==> src/rtl/chien_pkg.sv <==
package chien_pkg;

    localparam int GF_W = 14;

    typedef logic [GF_W-1:0] gf_t;

    typedef enum logic [1:0] {
        SRCH_IDLE,
        SRCH_RUN,
        SRCH_DONE
    } srch_state_e;

    typedef struct packed {
        logic [4:0] degree;
        logic       wide;
    } loc_cfg_t;

    localparam int OFS_CFG   = 'h000;
    localparam int OFS_LEN   = 'h004;
    localparam int OFS_STOP  = 'h008;
    localparam int OFS_STAT  = 'h00C;
    localparam int OFS_SIGMA = 'h028;
    localparam int OFS_POS   = 'h100;

    localparam gf_t RED_M14 = 14'h0443;
    localparam gf_t RED_M13 = 14'h001B;

    function automatic gf_t gf_times_alpha(gf_t v, logic wide);
        gf_t r;
        if (wide)
            r = {v[12:0], 1'b0} ^ (v[13] ? RED_M14 : '0);
        else
            r = {1'b0, v[11:0], 1'b0} ^ (v[12] ? RED_M13 : '0);
        return r;
    endfunction

    function automatic gf_t gf_times_alpha_pow(gf_t v, logic wide, int unsigned n);
        gf_t r = v;
        for (int unsigned i = 0; i < n; i++)
            r = gf_times_alpha(r, wide);
        return r;
    endfunction

endpackage

==> src/rtl/chien_regs.sv <==
module chien_regs
    import chien_pkg::*;
#(
    parameter int T      = 8,
    parameter int LEN_W  = 16,
    parameter int ADDR_W = 10
) (
    input  logic                       clk,
    input  logic                       rst,
    input  logic                       wr_en,
    input  logic [ADDR_W-1:0]          wr_addr,
    input  logic [31:0]                wr_data,
    input  logic [ADDR_W-1:0]          rd_addr,
    input  logic                       stat_done,
    input  logic [4:0]                 stat_count,
    input  logic [T-1:0][LEN_W-1:0]    pos_list,
    output loc_cfg_t                   cfg,
    output logic [T:0][GF_W-1:0]       sigma,
    output logic                       start,
    output logic                       stop,
    output logic [LEN_W-1:0]           len_wr,
    output logic [31:0]                rd_data
);

    localparam int NCOEF = T + 1;

    logic [LEN_W-1:0] len_q;

    assign start  = wr_en && (wr_addr == ADDR_W'(OFS_LEN));
    assign stop   = wr_en && (wr_addr == ADDR_W'(OFS_STOP)) && wr_data[0];
    assign len_wr = wr_data[LEN_W-1:0];

    always_ff @(posedge clk) begin
        if (rst) begin
            cfg   <= '0;
            sigma <= '0;
            len_q <= '0;
        end else if (wr_en) begin
            if (wr_addr == ADDR_W'(OFS_CFG)) begin
                cfg.degree <= wr_data[20:16];
                cfg.wide   <= wr_data[0];
            end
            if (start)
                len_q <= wr_data[LEN_W-1:0];
            for (int k = 0; k < NCOEF; k++)
                if (wr_addr == ADDR_W'(OFS_SIGMA + 4 * k))
                    sigma[k] <= wr_data[GF_W-1:0];
        end
    end

    always_comb begin
        rd_data = '0;
        if (rd_addr == ADDR_W'(OFS_CFG))
            rd_data = {11'b0, cfg.degree, 15'b0, cfg.wide};
        if (rd_addr == ADDR_W'(OFS_LEN))
            rd_data = 32'(len_q);
        if (rd_addr == ADDR_W'(OFS_STAT))
            rd_data = {19'b0, stat_count, 7'b0, stat_done};
        for (int k = 0; k < NCOEF; k++)
            if (rd_addr == ADDR_W'(OFS_SIGMA + 4 * k))
                rd_data = 32'(sigma[k]);
        for (int j = 0; j < T; j++)
            if (rd_addr == ADDR_W'(OFS_POS + 4 * j))
                rd_data = 32'(pos_list[j]);
    end


    sigma0_write_chk: assert property (@(posedge clk) disable iff (rst)
        (wr_en && wr_addr == ADDR_W'(OFS_SIGMA)) |=> (sigma[0] == $past(wr_data[GF_W-1:0])));


    cfg_write_chk: assert property (@(posedge clk) disable iff (rst)
        (wr_en && wr_addr == ADDR_W'(OFS_CFG)) |=> (cfg.degree == $past(wr_data[20:16])));

endmodule

==> src/rtl/chien_term.sv <==
module chien_term
    import chien_pkg::*;
#(
    parameter int K = 0
) (
    input  logic clk,
    input  logic rst,
    input  logic load,
    input  logic advance,
    input  logic wide_ld,
    input  logic wide_run,
    input  logic use_coef,
    input  gf_t  coef,
    output gf_t  term
);

    gf_t coef_m;

    assign coef_m = wide_ld ? coef : (coef & 14'h1FFF);

    always_ff @(posedge clk) begin
        if (rst)
            term <= '0;
        else if (load)
            term <= use_coef ? gf_times_alpha_pow(coef_m, wide_ld, K) : '0;
        else if (advance)
            term <= gf_times_alpha_pow(term, wide_run, K);
    end

endmodule

==> src/rtl/chien_ctrl.sv <==
module chien_ctrl
    import chien_pkg::*;
#(
    parameter int T     = 8,
    parameter int LEN_W = 16
) (
    input  logic                    clk,
    input  logic                    rst,
    input  logic                    start,
    input  logic                    stop,
    input  logic [LEN_W-1:0]        len_in,
    input  logic                    wide_in,
    input  gf_t                     term_sum,
    output logic                    advance,
    output logic                    run_wide,
    output logic                    done,
    output logic [4:0]              count,
    output logic [T-1:0][LEN_W-1:0] pos_list
);

    localparam int IDX_W = $clog2(T + 1);

    srch_state_e      state;
    logic [LEN_W-1:0] step;
    logic [LEN_W-1:0] len_q;
    logic [IDX_W-1:0] idx;
    logic             hit;

    assign hit     = (term_sum == '0);
    assign advance = (state == SRCH_RUN);
    assign done    = (state == SRCH_DONE);

    always_ff @(posedge clk) begin
        if (rst || stop) begin
            state    <= SRCH_IDLE;
            step     <= '0;
            count    <= '0;
            idx      <= '0;
            pos_list <= '0;
            if (rst) begin
                len_q    <= '0;
                run_wide <= 1'b0;
            end
        end else if (start) begin
            state    <= (len_in == '0) ? SRCH_DONE : SRCH_RUN;
            step     <= LEN_W'(1);
            len_q    <= len_in;
            run_wide <= wide_in;
            count    <= '0;
            idx      <= '0;
            pos_list <= '0;
        end else if (state == SRCH_RUN) begin
            if (hit) begin
                if (count != 5'd31)
                    count <= count + 5'd1;
                if (idx < IDX_W'(T)) begin
                    pos_list[idx] <= step;
                    idx           <= idx + IDX_W'(1);
                end
            end
            if (step == len_q)
                state <= SRCH_DONE;
            else
                step <= step + LEN_W'(1);
        end
    end


    done_hold_chk: assert property (@(posedge clk) disable iff (rst)
        (done && !start && !stop) |=> done);


    ascending_chk: assert property (@(posedge clk) disable iff (rst)
        (state == SRCH_RUN && hit && idx != '0 && idx < IDX_W'(T)) |-> (step > pos_list[idx - IDX_W'(1)]));


    step_range_chk: assert property (@(posedge clk) disable iff (rst)
        (state == SRCH_RUN) |-> (step != '0 && step <= len_q));


    stop_clear_chk: assert property (@(posedge clk) disable iff (rst)
        stop |=> (!done && count == '0 && pos_list[0] == '0));

endmodule

==> src/rtl/chien_locator.sv <==
module chien_locator
    import chien_pkg::*;
#(
    parameter int T      = 8,
    parameter int LEN_W  = 16,
    parameter int ADDR_W = 10
) (
    input  logic              clk,
    input  logic              rst,
    input  logic              wr_en,
    input  logic [ADDR_W-1:0] wr_addr,
    input  logic [31:0]       wr_data,
    input  logic [ADDR_W-1:0] rd_addr,
    output logic [31:0]       rd_data,
    output logic              irq_o
);

    localparam int NCOEF = T + 1;

    loc_cfg_t                   cfg;
    logic [T:0][GF_W-1:0]       sigma;
    logic [NCOEF-1:0][GF_W-1:0] terms;
    logic                       start;
    logic                       stop;
    logic [LEN_W-1:0]           len_wr;
    logic                       advance;
    logic                       run_wide;
    logic                       done;
    logic [4:0]                 count;
    logic [T-1:0][LEN_W-1:0]    pos_list;
    gf_t                        term_sum;

    chien_regs #(.T(T), .LEN_W(LEN_W), .ADDR_W(ADDR_W)) u_regs (
        .clk        (clk),
        .rst        (rst),
        .wr_en      (wr_en),
        .wr_addr    (wr_addr),
        .wr_data    (wr_data),
        .rd_addr    (rd_addr),
        .stat_done  (done),
        .stat_count (count),
        .pos_list   (pos_list),
        .cfg        (cfg),
        .sigma      (sigma),
        .start      (start),
        .stop       (stop),
        .len_wr     (len_wr),
        .rd_data    (rd_data)
    );

    for (genvar k = 0; k < NCOEF; k++) begin : g_term
        chien_term #(.K(k)) u_term (
            .clk      (clk),
            .rst      (rst),
            .load     (start),
            .advance  (advance),
            .wide_ld  (cfg.wide),
            .wide_run (run_wide),
            .use_coef (5'(k) <= cfg.degree),
            .coef     (sigma[k]),
            .term     (terms[k])
        );
    end

    always_comb begin
        term_sum = '0;
        for (int k = 0; k < NCOEF; k++)
            term_sum = term_sum ^ terms[k];
    end

    chien_ctrl #(.T(T), .LEN_W(LEN_W)) u_ctrl (
        .clk      (clk),
        .rst      (rst),
        .start    (start),
        .stop     (stop),
        .len_in   (len_wr),
        .wide_in  (cfg.wide),
        .term_sum (term_sum),
        .advance  (advance),
        .run_wide (run_wide),
        .done     (done),
        .count    (count),
        .pos_list (pos_list)
    );

    assign irq_o = done;


    start_clears_chk: assert property (@(posedge clk) disable iff (rst)
        (start && len_wr != '0) |=> !irq_o);

endmodule

==> config.mk <==
export PLATFORM = sky130hd
export DESIGN_NAME = chien_locator
export DESIGN_NICKNAME = d
export VERILOG_FILES = /design/src/rtl/chien_pkg.sv /design/src/rtl/chien_regs.sv /design/src/rtl/chien_term.sv /design/src/rtl/chien_ctrl.sv /design/src/rtl/chien_locator.sv
export SDC_FILE = /design/constraint.sdc
export NUM_CORES = 1
export LEC_CHECK = 0
export ABC_AREA = 1
export BUFFER_PORTS_ARGS = -buffer_cell sky130_fd_sc_hd__buf_2
export CAP_MARGIN = 40
export CORE_UTILIZATION = 51
export CTS_BUF_LIST = sky130_fd_sc_hd__clkbuf_8
export CTS_CLUSTER_SIZE = 8
export DETAILED_ROUTE_END_ITERATION = 8
export PLACE_DENSITY = 0.75
export SLEW_MARGIN = 15
export SYNTH_ARGS = -nofsm -noshare
export SYNTH_HDL_FRONTEND = slang
export SYNTH_SLANG_ARGS = --single-unit
==> constraint.sdc <==
create_clock -name clk -period 3.6 [get_ports clk]
set_input_delay 0.18 -clock clk [delete_from_list [all_inputs] [get_ports clk]]
set_output_delay 0.18 -clock clk [all_outputs]
set_load 0.02 [all_outputs]
# Word level (Yosys, flattened, before mapping)
# Cells that the tools add are included.
[op_classes] add_sub_neg=3 n_lt_le_gt_ge=12 n_eq_ne=36 n_mux=426 bitwise_logic=153 n_reduce_logical=30
[ops] cell="two-way mux 14 bit" count=246
[ops] cell="bitwise XOR 14 bit" count=80
[ops] cell="bitwise XOR 13 x 14 -> 14 bit" count=72
[ops] cell="two-way mux 11 bit" count=72
[ops] cell="two-way mux 21 bit" count=20
[ops] cell="two-way mux 5 bit" count=72
[ops] cell="bitwise mux 128 bit" count=1
[ops] cell="equality test 10 x 6 -> 1 bit (second input constant)" count=12
[ops] cell="equality test 10 x 9 -> 1 bit (second input constant)" count=8
[ops] cell="two-way mux 16 bit" count=4
[ops] cell="equality test 10 x 7 -> 1 bit (second input constant)" count=6
[ops] cell="demux 16 bit (select 3 bit)" count=1
[ops] cell="AND reduction 2 bit" count=15
[ops] cell="equality test 10 x 3 -> 1 bit (second input constant)" count=2
[ops] cell="equality test 10 x 4 -> 1 bit (second input constant)" count=2
[ops] cell="<= comparator 3 x 5 -> 1 bit (first input constant)" count=4
[ops] cell="zero test 10 bit" count=2
[ops] cell="adder 16 x 1 -> 16 bit (second input constant)" count=1
[ops] cell="equality test 16 bit" count=1
[ops] cell="zero test 16 bit" count=1
[ops] cell="zero test 14 bit" count=1
[ops] cell="<= comparator 1 x 5 -> 1 bit (first input constant)" count=2
[ops] cell="<= comparator 2 x 5 -> 1 bit (first input constant)" count=2
[ops] cell="< comparator 4 bit (second input constant)" count=2
[ops] cell="other kinds (16)" count=31
[totals] regBits=446 out_inout_bits=33

# Logic depth before layout (Yosys ltp)
[depth] ltp_word=47 mapped_depth=26 depth_no_buf=26

# Hierarchy
# A second synthesis with hierarchy kept.
[hier_totals] cells_unflattened=4686 area_unflattened_um2=29092.9
[by_module_without_submodules] mod="chien_regs" n_inst=1 cells_per_inst=1126 area_each_um2=7855.0 seq_area_each_um2=2962.8
[by_module_without_submodules] mod="chien_ctrl" n_inst=1 cells_per_inst=964 area_each_um2=7268.2 seq_area_each_um2=3613.5
[by_module_without_submodules] mod="chien_locator" n_inst=1 cells_per_inst=540 area_each_um2=2268.4 seq_area_each_um2=0.0
[by_module_without_submodules] mod="chien_term (g_term[8].u_term)" n_inst=1 cells_per_inst=367 area_each_um2=1908.1 seq_area_each_um2=280.3
[by_module_without_submodules] mod="chien_term (g_term[7].u_term)" n_inst=1 cells_per_inst=319 area_each_um2=1780.5 seq_area_each_um2=280.3
[by_module_without_submodules] mod="chien_term (g_term[6].u_term)" n_inst=1 cells_per_inst=290 area_each_um2=1584.0 seq_area_each_um2=280.3
[by_module_without_submodules] mod="chien_term (g_term[5].u_term)" n_inst=1 cells_per_inst=273 area_each_um2=1537.7 seq_area_each_um2=280.3
[by_module_without_submodules] mod="chien_term (g_term[4].u_term)" n_inst=1 cells_per_inst=238 area_each_um2=1308.8 seq_area_each_um2=280.3
[by_module_without_submodules] mod="chien_term (g_term[3].u_term)" n_inst=1 cells_per_inst=197 area_each_um2=1122.3 seq_area_each_um2=280.3
[by_module_without_submodules] mod="chien_term (g_term[2].u_term)" n_inst=1 cells_per_inst=172 area_each_um2=1009.7 seq_area_each_um2=280.3
[by_module_without_submodules] mod="chien_term (g_term[1].u_term)" n_inst=1 cells_per_inst=134 area_each_um2=835.8 seq_area_each_um2=280.3
[by_module_without_submodules] mod="chien_term (g_term[0].u_term)" n_inst=1 cells_per_inst=66 area_each_um2=614.3 seq_area_each_um2=280.3

# Worst setup path before layout
# OpenSTA, ideal clock, no wires.
[synth_path] path_kind="input to output" from="input rd_addr[9]" to="output rd_data[1]" arrival_time_ns=2.096 t_required_ns=3.420 path_slack_ns=1.324 stages=11 path_buffers=0 path_cell_list="nor2_1 > clkinv_1 > nor3_1 > inv_1 > o2111ai_1 > a21oi_1 > nand3_1 > a21oi_1 > nand4_1 > o21ai_0 > o2111ai_1"
[synth_via] elab_chain_cells=20
[synth_rtl] element="start, declared" line_no="chien_locator.sv:13" source="input logic [ADDR_W-1:0] rd_addr,"
[synth_rtl] element="equality test 10 x 3 -> 1 bit" line_no="chien_regs.sv:55" source="if (rd_addr == ADDR_W'(OFS_LEN))"
[synth_rtl] element="two-way mux 21 bit" line_no="chien_regs.sv:55"
[synth_rtl] element="two-way mux 21 bit" line_no="chien_regs.sv:57" source="if (rd_addr == ADDR_W'(OFS_STAT))"
[synth_rtl] element="two-way mux 21 bit (9 in series)" line_no="chien_regs.sv:60" source="if (rd_addr == ADDR_W'(OFS_SIGMA + 4 * k))"
[synth_rtl] element="two-way mux 21 bit (7 in series)" line_no="chien_regs.sv:63" source="if (rd_addr == ADDR_W'(OFS_POS + 4 * j))"
[synth_rtl] element="two-way mux 21 bit (*)" line_no="chien_regs.sv:63"
[synth_rtl] element="end, declared" line_no="chien_locator.sv:14" source="output logic [31:0] rd_data,"
# Mark *: on every way between the ends. The rest lies on a longest branch, timed or not.

# Final worst setup path
[layout_path] from="register u_ctrl.state[1]" to="output rd_data[0]"
[layout_via] elab_chain_cells=19
[layout_rtl] element="start, declared" line_no="chien_ctrl.sv:23" source="srch_state_e state;"
[layout_rtl] element="start signal, assigned" line_no="chien_ctrl.sv:45" source="state <= (len_in == '0) ? SRCH_DONE : SRCH_RUN;"
[layout_rtl] element="equality test 2 bit" line_no="chien_ctrl.sv:31" source="assign done = (state == SRCH_DONE);"
[layout_rtl] element="two-way mux 21 bit" line_no="chien_regs.sv:57"
[layout_rtl] element="two-way mux 21 bit (9 in series)" line_no="chien_regs.sv:60"
[layout_rtl] element="two-way mux 21 bit (8 in series)" line_no="chien_regs.sv:63"
# No other way between the ends.

==> results_tabular.tex <==
\begin{tabular}{lr}
\hline
Metric & Value \\
\hline
\multicolumn{2}{l}{\textbf{Drt}} \\
DR vias/cell & 5.94 \\
Routed wire length per instance & 20.8 um \\
Pre-Repair DR Iteration Count & 6 \\
Total DRC errors in the routed layout & 0 \\
Routed wire length & 86.1 mm \\
Vias after detailed routing & 24600 \\
Post-route antenna net violation count & 0 \\
Iteration-0 DRC count of the detailed router & between 3000 and 4000 \\
\multicolumn{2}{l}{\textbf{Floorplan}} \\
Floorplan Core Area & 0.0470 sq mm \\
Die X & 221 um \\
Top Ports & 88 \\
Initial Util & 52.2\% \\
Die footprint & 0.0489 sq mm \\
Number of core rows & 79 \\
Die Y-Extent & about 220 um \\
\multicolumn{2}{l}{\textbf{Placed design}} \\
Gp weighted congestion & $\sim$1 \\
Total half-perimeter wirelength after legalization and detailed placement & 61.8 mm \\
Number of buffers inserted by port buffering & 65 \\
Placed instance count & approximately 4000 \\
Total placed instance area & 0.0255 sq mm \\
\multicolumn{2}{l}{\textbf{STA}} \\
Clock skew & approximately 0.055 ns \\
Unrepaired setup endpoints after global routing & false \\
Peak Freq & 304 MHz \\
Slew Limit Fails & 0 \\
Part of the cycle the worst path needs & 91.3\% \\
Total negative slack for setup checks & 0 ns \\
Final-report setup violation count & 0 \\
Relative slew slack & 41.3\% \\
Final worst path period need & 3.29 ns \\
Worst Tran Pin Value & 0.874 ns \\
Final count of hold timing violations & 0 \\
\multicolumn{2}{l}{\textbf{Clock tree}} \\
Clock tree from TritonCTS & done \\
Total CTS buffers & 77 \\
Clock-pin slew on the worst setup and hold paths & 0.06 ns \\
Hold-fix buffers at CTS & 13 \\
TritonCTS Sinks & 446 \\
Cell at the root of the clock tree & sky130\_fd\_sc\_hd\_\_clkbuf\_8 \\
Setup bufs post-CTS & 0 \\
Post-cts gate resize count & 0 \\
Insertion delay of the later-clocked pin in the worst-skew pair & 0.71 ns \\
H-tree Lvls & 3 \\
Maximum count of clock buffers along a single path & 3 \\
\multicolumn{2}{l}{\textbf{Hold path}} \\
Class of the worst hold path & in -> reg \\
Hold path start & wr\_addr[2] \\
\multicolumn{2}{l}{\textbf{GRT}} \\
Global-route wire length before repair & around 130 mm \\
Vias in the first global route & 22100 \\
Largest net degree at the start of global routing & a little over 100 \\
Gr usage total & about a third \\
Antenna violations before repair & 2 \\
Global route overflow & 0 \\
\multicolumn{2}{l}{\textbf{Setup path}} \\
Critical path endpoint category & output pin \\
Critical path fanouts, max & 3 \\
Worst setup path startpoint & u\_ctrl.state[1] \\
Path type of the worst setup path & reg -> out \\
CP arrival & 3.11 ns \\
Endpoint required time on the critical path & around 3.4 ns \\
Kind of start point of the critical path & register \\
Worst r2r src & g\_term[7].u\_term.term[10] \\
\multicolumn{2}{l}{\textbf{Synthesis}} \\
Compound-gate portion of the synthesized area & 22.5\% \\
Share of synthesized area occupied by flip-flops and latches & 37.1\% \\
Mean cell area of the mapped netlist & 7.10 sq um \\
Area share of fa/ha/maj cells after synthesis & 0.255\% \\
Cell area after synthesis & $\sim$0.024 sq mm \\
Number of enable-type register cells in the synthesized netlist & 17 \\
Flop and latch count out of synthesis & 446 \\
Warnings, synthesis & 0 \\
Async SR Flop Fraction & 0\% \\
Fraction of synthesized cell area in xor and xnor cells & 12.2\% \\
Synthesized-area fraction occupied by and/or/nand/nor cells & 19.3\% \\
Main flop type after synthesis & sky130\_fd\_sc\_hd\_\_dfxtp\_1 \\
Proportion of synthesized area in mux cells & 0\% \\
Count of cell types in the netlist & between 50 and 60 \\
Main combinational cell family by area after synthesis & compound AO/OA/AOI/OAI gates \\
Cells after Synth & 3448 \\
\multicolumn{2}{l}{\textbf{Run status}} \\
Status & finished, final reports clean \\
\multicolumn{2}{l}{\textbf{Run}} \\
Max Cap Violations & 0 \\
\multicolumn{2}{l}{\textbf{Cells and area}} \\
Signed area change from the synthesized netlist to the final layout & 10.7\% \\
Number of nets in the final layout & 3535 \\
Post-route insts no fill & roughly 4100 \\
Final standard cell area without fillers & $\sim$0.027 sq mm \\
Core Util, Final & 57.8\% \\
Fraction of layout instances using a drive strength above 1 & 8.78\% \\
\# fillers & 4390 \\
\multicolumn{2}{l}{\textbf{Power and ir drop}} \\
Power Total & between 10 and 15 mW \\
Maximum resistive drop on vdd & 0.449 mV \\
Static leakage & 10.6 nW \\
Power per Cell Area & 369 mW/mm\^{}2 \\
\hline
\end{tabular}
## Yosys cell counts (28+ instances only)
master,number,area share (%)
sky130_fd_sc_hd__nand2_1,632,9.7
sky130_fd_sc_hd__a21oi_1,429,8.8
sky130_fd_sc_hd__dfxtp_1,429,35
sky130_fd_sc_hd__o21ai_0,395,8.1
sky130_fd_sc_hd__inv_1,267,4.1
sky130_fd_sc_hd__nor2_1,224,3.4
sky130_fd_sc_hd__xor2_1,208,7.4
sky130_fd_sc_hd__clkbuf_1,187,2.9
sky130_fd_sc_hd__nand3_1,162,3.3
sky130_fd_sc_hd__xnor2_1,134,4.8
sky130_fd_sc_hd__nand4_1,44,1.1
sky130_fd_sc_hd__a221oi_1,40,1.4
sky130_fd_sc_hd__nor3_1,34,0.69
sky130_fd_sc_hd__o211ai_1,28,0.86
## path summary, 6_finish.rpt
| path | slack, ns | depth (start not counted) | end |
|---|---|---|---|
| worst max-delay path | 0.31 | 13 | rd_data[0] |
| worst min-delay path | 0.05 | 4 | u_regs.sigma[26] |
| worst max register to register | 0.44 | 14 | u_ctrl.pos_list[40] |
| worst min register to register | 0.45 | 2 | u_ctrl.pos_list[40] |
## per-stage QoR
stage / hold WS [ns] / setup slack (ns)
2_1_floorplan: 0.326 / 1.32
3_3_place_gp: 0.437 / 0.499
3_5_place_dp: 0.442 / 0.478
4_1_cts: 0.0136 / 0.311
5_1_grt: 0.0661 / 0.212
6_report: 0.0546 / 0.312
## kinds of logic (layout without fill, tap and decap cells)
logic type,Yosys count,after routing
compound gates,1001,1001
xor+xnor,342,342
fa+ha+maj,5,5
buf+inv,519,590
flops,446,446
other cells,1,13
simple gates,1134,1134
## cell usage in the layout, fill, tap and decap left out, drive strengths merged, types with 2 or more instances in the layout
cell and count:
inv 306, conb 11, a221oi 40, dfxtp 429, clkbuf 92, edfxtp 17, nand3 162, nand2 635
nor3b 4, o221a 3, nor2 225, a21boi 3, o21ai 395, diode 2, o21bai 6, a211oi 18
a21oi 430, xor2 208, and2 2, buf 167, nand3b 4, nor3 36, o221ai 10, clkinv 10
o211ai 28, nand4 44, a22oi 6, o21a 3, o2111ai 12, a21o 2, or2 12, dlygate4sd3 13
xnor2 134, a31oi 19, ha 5, o22ai 21, o311ai 2, nor4 8
## layer usage
layer / global-route usage (%) / part of all wire, % / routed length [um] / vias to the layer above
li1: - / - / - / 11600
met1: 46.9 / 40 / 34600 / 11300
met2: 51.6 / 43 / 36700 / 1442
met3: 6.76 / 11 / 9770 / 261
met4: 18.9 / 5.9 / 5040 / 0
met5: 0 / 0 / 0 / -
## power breakdown
group          switching, mW  leakage (nW)  internal, mW
Clock                   2.25         0.886          2.41
Sequential            0.0120          3.62          4.99
Combinational          0.258          6.05        0.0850
## cell type report
type	count	area (sq um)	share of cell area (%)
Multi-Input combinational cell	2493	13400	49.3
Inverter	277	1050	3.87
Timing Repair Buffer	180	1310	4.82
Antenna cell	2	5.00	0.0185
Tap cell	607	759	2.80
Clock buffer	92	1270	4.67
Sequential cell	446	9100	33.5
Clock inverter	41	256	0.946
## flip-flops by register name, indices dropped and copies added, names as in the netlist
register,count
g_term.u_term.term,126
u_ctrl.pos_list,128
u_ctrl.idx,4
u_ctrl.count,5
u_regs.cfg,6
u_regs.len_q,16
u_ctrl.state,2
u_ctrl.run_wide,1
u_ctrl.step,16
u_regs.sigma,126
u_ctrl.len_q,16
## critical path: stages (launching register included)
cell and delay, ns:
sky130_fd_sc_hd__dfxtp_1 0.30, sky130_fd_sc_hd__inv_1 0.07, sky130_fd_sc_hd__nor2_1 0.12, sky130_fd_sc_hd__nand2_1 0.09, sky130_fd_sc_hd__o2111ai_1 0.14, sky130_fd_sc_hd__a21oi_1 0.25, sky130_fd_sc_hd__nand3_1 0.10, sky130_fd_sc_hd__nor2_1 0.28
sky130_fd_sc_hd__nand4_1 0.18, sky130_fd_sc_hd__nand2_1 0.13, sky130_fd_sc_hd__nand4_1 0.12, sky130_fd_sc_hd__a21boi_0 0.30, sky130_fd_sc_hd__nand4_1 0.13, sky130_fd_sc_hd__buf_2 0.19
Note: power is estimated with default switching activity, not from simulation.
